`src/rtl/flash_guard_pkg.sv`:
```
package flash_guard_pkg;

    localparam int WORD_W          = 32;
    localparam int HALF_W          = 16;
    localparam int READ_BIT        = 31;
    localparam int NUM_GROUPS_DEF  = 31;
    localparam int PAGES_GRP_DEF   = 4;
    localparam int MODE_KEYEN_BIT  = 6;
    localparam int MODE_KEYBLK_BIT = 5;

    localparam logic [WORD_W-1:0] KEY_ERASED    = '1;
    localparam logic [WORD_W-1:0] KEY_PERMANENT = 32'hDEAD_DEAD;
    localparam logic [7:0]        CMD_SAVE      = 8'h0C;

    typedef enum logic [2:0] {
        SEL_VMASK = 3'd0,
        SEL_STAGE = 3'd1,
        SEL_MODE  = 3'd2,
        SEL_KEYHI = 3'd3,
        SEL_KEYLO = 3'd4
    } reg_sel_e;

    typedef struct packed {
        logic keyen;
        logic keyblk;
    } mode_t;

    typedef struct packed {
        logic [WORD_W-1:0] vmask;
        logic [WORD_W-1:0] stage;
        mode_t             mode;
        logic [HALF_W-1:0] key_hi;
        logic [HALF_W-1:0] key_lo;
    } sw_regs_t;

    typedef struct packed {
        logic done;
        logic pass;
    } cmd_result_t;

    function automatic logic [WORD_W-1:0] join_key(
        input logic [HALF_W-1:0] hi,
        input logic [HALF_W-1:0] lo
    );
        return {hi, lo};
    endfunction

    function automatic logic save_ok(
        input mode_t             mode,
        input logic              locked,
        input logic [WORD_W-1:0] stored,
        input logic [WORD_W-1:0] entered
    );
        logic mode_ok;
        logic key_ok;
        mode_ok = mode.keyen && !mode.keyblk;
        key_ok  = (stored == KEY_ERASED) || (stored == entered);
        return mode_ok && key_ok && !locked;
    endfunction

endpackage

```
`src/rtl/fg_regfile.sv`:
```
module fg_regfile
    import flash_guard_pkg::*;
(
    input  logic              clk,
    input  logic              rst,
    input  logic              reg_we,
    input  logic [2:0]        reg_sel,
    input  logic [WORD_W-1:0] reg_wdata,
    output sw_regs_t          regs
);

    sw_regs_t regs_q;
    reg_sel_e sel;

    assign sel  = reg_sel_e'(reg_sel);
    assign regs = regs_q;

    always_ff @(posedge clk) begin
        if (rst) begin
            regs_q.vmask  <= '1;
            regs_q.stage  <= '1;
            regs_q.mode   <= '0;
            regs_q.key_hi <= '0;
            regs_q.key_lo <= '0;
        end else if (reg_we) begin
            case (sel)
                SEL_VMASK: regs_q.vmask  <= reg_wdata;
                SEL_STAGE: regs_q.stage  <= reg_wdata;
                SEL_MODE: begin
                    regs_q.mode.keyen  <= reg_wdata[MODE_KEYEN_BIT];
                    regs_q.mode.keyblk <= reg_wdata[MODE_KEYBLK_BIT];
                end
                SEL_KEYHI: regs_q.key_hi <= reg_wdata[HALF_W-1:0];
                SEL_KEYLO: regs_q.key_lo <= reg_wdata[HALF_W-1:0];
                default: ;
            endcase
        end
    end

endmodule

```
`src/rtl/fg_keyvault.sv`:
```
module fg_keyvault
    import flash_guard_pkg::*;
(
    input  logic              clk,
    input  logic              rst,
    input  logic              mass_erase,
    input  logic              cmd_valid,
    input  logic [7:0]        cmd_code,
    input  logic [WORD_W-1:0] stage,
    input  mode_t             mode,
    input  logic [HALF_W-1:0] key_hi,
    input  logic [HALF_W-1:0] key_lo,
    output logic [WORD_W-1:0] act_mask,
    output logic [WORD_W-1:0] key_stored,
    output logic              locked,
    output cmd_result_t       result
);

    // Persistent state: survives rst, cleared by mass_erase only.
    logic [WORD_W-1:0] key_q;
    logic [WORD_W-1:0] saved_q;
    logic [WORD_W-1:0] act_q;
    cmd_result_t       res_q;

    logic [WORD_W-1:0] entered;
    logic              is_save;
    logic              accept;

    assign entered = join_key(key_hi, key_lo);
    assign locked  = (key_q == KEY_PERMANENT);
    assign is_save = (cmd_code == CMD_SAVE);
    assign accept  = cmd_valid && is_save && save_ok(mode, locked, key_q, entered);

    always_ff @(posedge clk) begin
        if (mass_erase) begin
            key_q   <= KEY_ERASED;
            saved_q <= '1;
            act_q   <= '1;
        end else if (rst) begin
            act_q   <= saved_q;
        end else if (accept) begin
            saved_q <= stage;
            key_q   <= entered;
        end
    end

    always_ff @(posedge clk) begin
        if (rst || mass_erase) begin
            res_q <= '0;
        end else begin
            res_q.done <= cmd_valid;
            res_q.pass <= accept;
        end
    end

    assign act_mask   = act_q;
    assign key_stored = key_q;
    assign result     = res_q;

endmodule

```
`src/rtl/fg_decide.sv`:
```
module fg_decide
    import flash_guard_pkg::*;
#(
    parameter int NUM_GROUPS      = NUM_GROUPS_DEF,
    parameter int PAGES_PER_GROUP = PAGES_GRP_DEF,
    parameter int PAGE_W          = 7
) (
    input  logic [WORD_W-1:0] act_mask,
    input  logic [WORD_W-1:0] vmask,
    input  logic [PAGE_W-1:0] query_page,
    input  logic              dbg_rd,
    output logic              wr_allow,
    output logic              rd_allow
);

    localparam int NUM_PAGES  = NUM_GROUPS * PAGES_PER_GROUP;
    localparam int TABLE_SIZE = 1 << PAGE_W;

    logic [WORD_W-1:0]     eff;
    logic [TABLE_SIZE-1:0] page_ok;

    assign eff = act_mask & vmask;

    for (genvar p = 0; p < TABLE_SIZE; p++) begin : g_page
        if (p < NUM_PAGES) begin : g_in
            assign page_ok[p] = eff[p / PAGES_PER_GROUP];
        end else begin : g_out
            assign page_ok[p] = 1'b0;
        end
    end

    assign wr_allow = page_ok[query_page];
    assign rd_allow = dbg_rd && eff[READ_BIT];

endmodule

```
`src/rtl/flash_guard.sv`:
```
module flash_guard
    import flash_guard_pkg::*;
#(
    parameter int NUM_GROUPS      = NUM_GROUPS_DEF,
    parameter int PAGES_PER_GROUP = PAGES_GRP_DEF
) (
    input  logic        clk,
    input  logic        rst,
    input  logic        mass_erase,
    input  logic        reg_we,
    input  logic [2:0]  reg_sel,
    input  logic [31:0] reg_wdata,
    input  logic        cmd_valid,
    input  logic [7:0]  cmd_code,
    input  logic [6:0]  query_page,
    input  logic        dbg_rd,
    output logic        wr_allow,
    output logic        rd_allow,
    output logic        cmd_done,
    output logic        cmd_pass
);

    localparam int NUM_PAGES = NUM_GROUPS * PAGES_PER_GROUP;
    localparam int PAGE_W    = 7;

    sw_regs_t          sw_regs;
    mode_t             mode_w;
    logic [WORD_W-1:0] act_mask;
    logic [WORD_W-1:0] key_stored;
    logic              locked;
    cmd_result_t       result;

    fg_regfile u_regs (
        .clk       (clk),
        .rst       (rst),
        .reg_we    (reg_we),
        .reg_sel   (reg_sel),
        .reg_wdata (reg_wdata),
        .regs      (sw_regs)
    );

    assign mode_w = sw_regs.mode;

    fg_keyvault u_vault (
        .clk        (clk),
        .rst        (rst),
        .mass_erase (mass_erase),
        .cmd_valid  (cmd_valid),
        .cmd_code   (cmd_code),
        .stage      (sw_regs.stage),
        .mode       (mode_w),
        .key_hi     (sw_regs.key_hi),
        .key_lo     (sw_regs.key_lo),
        .act_mask   (act_mask),
        .key_stored (key_stored),
        .locked     (locked),
        .result     (result)
    );

    fg_decide #(
        .NUM_GROUPS      (NUM_GROUPS),
        .PAGES_PER_GROUP (PAGES_PER_GROUP),
        .PAGE_W          (PAGE_W)
    ) u_decide (
        .act_mask   (act_mask),
        .vmask      (sw_regs.vmask),
        .query_page (query_page),
        .dbg_rd     (dbg_rd),
        .wr_allow   (wr_allow),
        .rd_allow   (rd_allow)
    );

    assign cmd_done = result.done;
    assign cmd_pass = result.pass;

endmodule

```
`config.mk`:
```
export PLATFORM = sky130hd
export DESIGN_NAME = flash_guard
export DESIGN_NICKNAME = d
export VERILOG_FILES = /design/src/rtl/flash_guard_pkg.sv /design/src/rtl/fg_regfile.sv /design/src/rtl/fg_keyvault.sv /design/src/rtl/fg_decide.sv /design/src/rtl/flash_guard.sv
export SDC_FILE = /design/constraint.sdc
export NUM_CORES = 1
export LEC_CHECK = 0
export BUFFER_PORTS_ARGS = -buffer_cell sky130_fd_sc_hd__buf_4
export CAP_MARGIN = 20
export CORE_AREA = 3 3 183 203
export CTS_CLUSTER_DIAMETER = 40
export DETAILED_ROUTE_END_ITERATION = 7
export DIE_AREA = 0 0 186 206
export SYNTH_ARGS = -nofsm -noshare
export SYNTH_HDL_FRONTEND = slang
export SYNTH_HIERARCHICAL = 1
export SYNTH_SLANG_ARGS = --single-unit
```
`constraint.sdc`:
```
create_clock -name clk -period 2.15 [get_ports clk]
set_clock_uncertainty 0.1 [all_clocks]
set_input_delay 0.3225 -clock clk [delete_from_list [all_inputs] [get_ports clk]]
set_output_delay 0.3225 -clock clk [all_outputs]
set_load 0.005 [all_outputs]
```
==> flow_metrics.py <==
metrics = {
    "timing": {
        "max_freq_mhz": 423,
        "slew_viol_final": 0,
        "setup_viol": 59,
        "rsz0062_at_grt": "true",
        "tns_ps": -2410,
        "fin_crit_ps": 2370,
        "hold_viol_final": 0,
        "relSlewSlack_pct": 42.9,
        "worst_pin_slew_ps": 856,
        "setup_ws_ps": -217,
        "period_share_pct": 110,
    },
    "critical_path": {
        "start_kind": "flop",
        "critPathMaxStageDelay_ps": 490,
        "crit_required_ps": 1730,
        "r2r_start": "u_vault/key_stored[3]",
        "reg2regPathDepth": 7,
        "worst-path-buf-inv": 1,
        "cp_slowest_cell": "mux4_2",
        "critPathTopFamily": "compound AO/OA/AOI/OAI gates",
        "cp_max_fo": 2,
        "critPathArrivalTime_ps": 1940,
        "r2r_end": "u_vault/key_stored[28]",
        "crit_chain": "nand2_1 > mux4_2 > a21oi_2 > a2bb2oi_2 > o211a_1 > buf_6",
        "critPathCaptureType": "output pin",
        "r2r_slack_ps": -80,
        "worstSetupPathType": "flop to output pin",
    },
    "final_layout": {
        "synthToLayoutAreaGrowth_pct": 23.7,
        "fin_area_sq_um": 10400,
        "final_util_pct": 29.6,
        "antennaDiodeCount": 0,
        "fin_cells": 1366,
        "final_common_cell": "dfxtp_1",
        "final_cell_mix": "dfxtp_1 (179), mux2i_1 (130), nor2_1 (111)",
        "nets": 966,
        "layout-drive-gt1-share_pct": 19.7,
    },
    "logic_synthesis": {
        "syn_inst": 844,
        "synthesis.area_sq_um": 8420,
        "yosysWarnings": 6,
        "syn-num-nets": 900,
        "synth_area_per_cell_sq_um": 9.98,
        "synth.area.top_cells": "dfxtp_1 (47%), mux2i_1 (15%), a221o_1 (6.9%)",
        "synth_seq_area_share_pct": 46.6,
        "ys_types": 41,
        "synth_top_area_cell": "dfxtp_1",
        "yosysTopAreaCellShare_pct": 46.6,
        "ys_seq_elements": 196,
    },
    "clocking": {
        "cts_tree": "done",
        "numClockSinks": 196,
        "clk_path_buf_depth": 2,
        "clk_pin_slew_worst_paths_ps": 70,
        "htree_levels": 4,
        "clkLatencyLatePin_ps": 430,
        "cts_made_buffers": 17,
        "clockRootBuffer": "clkbuf_16",
        "cts.hold.buffers_added": 0,
    },
    "route": {
        "viasPerCell": 4.57,
        "ant_nets": 0,
        "vias": 6239,
        "routed_wl_mm": 22.4,
        "drt_iter0_markers": 402,
        "detail_route.drc_violations": 0,
        "wire_per_inst_um": 16.4,
        "drtPass1Iterations": 5,
    },
    "floorplan": {
        "placementRows": 72,
        "die-area_sq_um": 38300,
        "coreArea_sq_um": 35100,
        "die_h_um": 206,
        "die_x_um": 186,
        "pin_count": 60,
        "initial_core_util_pct": 24.0,
    },
    "global_routing": {
        "grt_pass1_wl_mm": 33.7,
        "grt_max_degree": 179,
        "first_global_vias": 6104,
        "antenna_found_initial": 1,
        "overflow": 0,
        "grt_use_total_pct": 11.2,
    },
    "place": {
        "dpl_cell_area_sq_um": 9470,
        "dp.cells": 1323,
        "gp_congestion": 0.748,
        "portBuffers": 57,
        "place_hpwl_mm": 13.9,
    },
    "outcome": {
        "violations": "setup timing",
        "status": "finished, violations left",
    },
    "hold_path": {
        "min_delay_path_depth": 3,
        "worstHoldStart": "reg_wdata[22]",
        "worstHoldPathType": "input pin to flop",
        "min_to": "u_regs/regs[56]",
    },
    "pwr": {
        "irDropWorstVdd_mv": 0.545,
        "p_leak_nw": 3.96,
        "power-per-cell-area_nw_per_um2": 714,
        "fin_total_pwr_mw": 7.44,
    },
    "flow_run": {
        "cap_violations": 0,
    },
}
-- cell type report --
type                            instances  area (sq um)
Sequential cell                       196          3950
Timing Repair Buffer                  112          1100
Multi-Input combinational cell        580          4190
Fill cell                            3635         24700
Tap cell                              444           556
Clock buffer                           18           429
Inverter                                3          11.3
Clock inverter                         13           171
-- worst reg2reg max path, stage by stage, from the launching register on --
cell and delay (ps):
dfxtp_1 340, xor2_1 170, nor4_2 310, nand4_1 230
nor2_4 200, o21ai_4 190, buf_12 210, a221o_1 360
-- synth_stat cells (all sizes together) --
cell and n:
nor2 113, a221o 58, nor4 12, a2bb2oi 1, and4 1, nor3 3, nand3b 2, and2 59
nand2b 50, o211a 1, and3 1, o2111ai 4, nand4 12, nor4b 2, nor2b 1, a32oi 6
nand4bb 2, or2 1, mux2i 130, and4bb 1, nand2 54, a21oi 4, mux4 1, inv 3
xor2 32, dfxtp 196, o21ai 8, o211ai 7, and4b 1, nand3 12, clkbuf 29, buf 37
-- how the worst max path moves through the flow --
| stage | startpoint | end | slack (ps) | depth (start not counted) |
|---|---|---|---|---|
| 5_1_grt | u_regs/regs[81] | wr_allow | -280 | 6 |
| 3_5_place_dp | u_vault/key_stored[7] | u_vault/saved_q[5] | -60 | 7 |
| 4_1_cts | u_regs/regs[81] | wr_allow | -270 | 6 |
| 6_report | u_regs/regs[81] | wr_allow | -220 | 6 |
| 2_1_floorplan | u_vault/key_stored[11] | u_vault/key_stored[0] | 210 | 8 |
| 3_3_place_gp | u_vault/key_stored[23] | u_vault/saved_q[24] | -50 | 8 |
-- state kept, by name (all words and copies together) (netlist names) --
register            cells
u_vault/result          2
u_regs/regs            98
u_vault/key_stored     32
u_vault/saved_q        32
u_vault/act_mask       32
-- stage by stage --
step	setup WS [ps]	hold WS, ps
final	-217	64.3
after global routing	-283	55.5
after CTS	-273	47.7
after detailed placement	-55.5	356
after global placement	-49.2	353
after floorplan	214	334
-- report_power, final --
part	internal [mW]	switching (mW)	leakage, nW
logic	0.202	0.253	2.09
registers	3.67	0.0259	1.58
clock network	1.85	1.44	0.282
total	5.72	1.72	3.96
-- repair_timing --
| action | CTS | global route |
|---|---|---|
| pin swaps | 7 | 69 |
| buffers inserted | 0 | 4 |
| endpoints found under the setup margin | 59 | 65 |
| gates resized for setup | 15 | 25 |
| cloned | 0 | 8 |
-- cells by family after synthesis --
kind of cell	count (synthesis)	synth area share, %
AO/OA/AOI/OAI	89	9.54
XOR/XNOR	32	3.33
buffers and inverters	69	4.92
flip-flops	196	46.6
multiplexers	131	15.7
AND/OR/NAND/NOR	327	19.9
-- layer usage --
metal,track usage (%),vias up,part of all wire [%]
met5,0,-,0.089
met4,2.74,2,1.2
met3,2.52,18,3.9
met2,18.6,109,48
met1,14.9,3033,47
li1,-,3077,-
No activity file was read; power rests on OpenSTA's default activity.
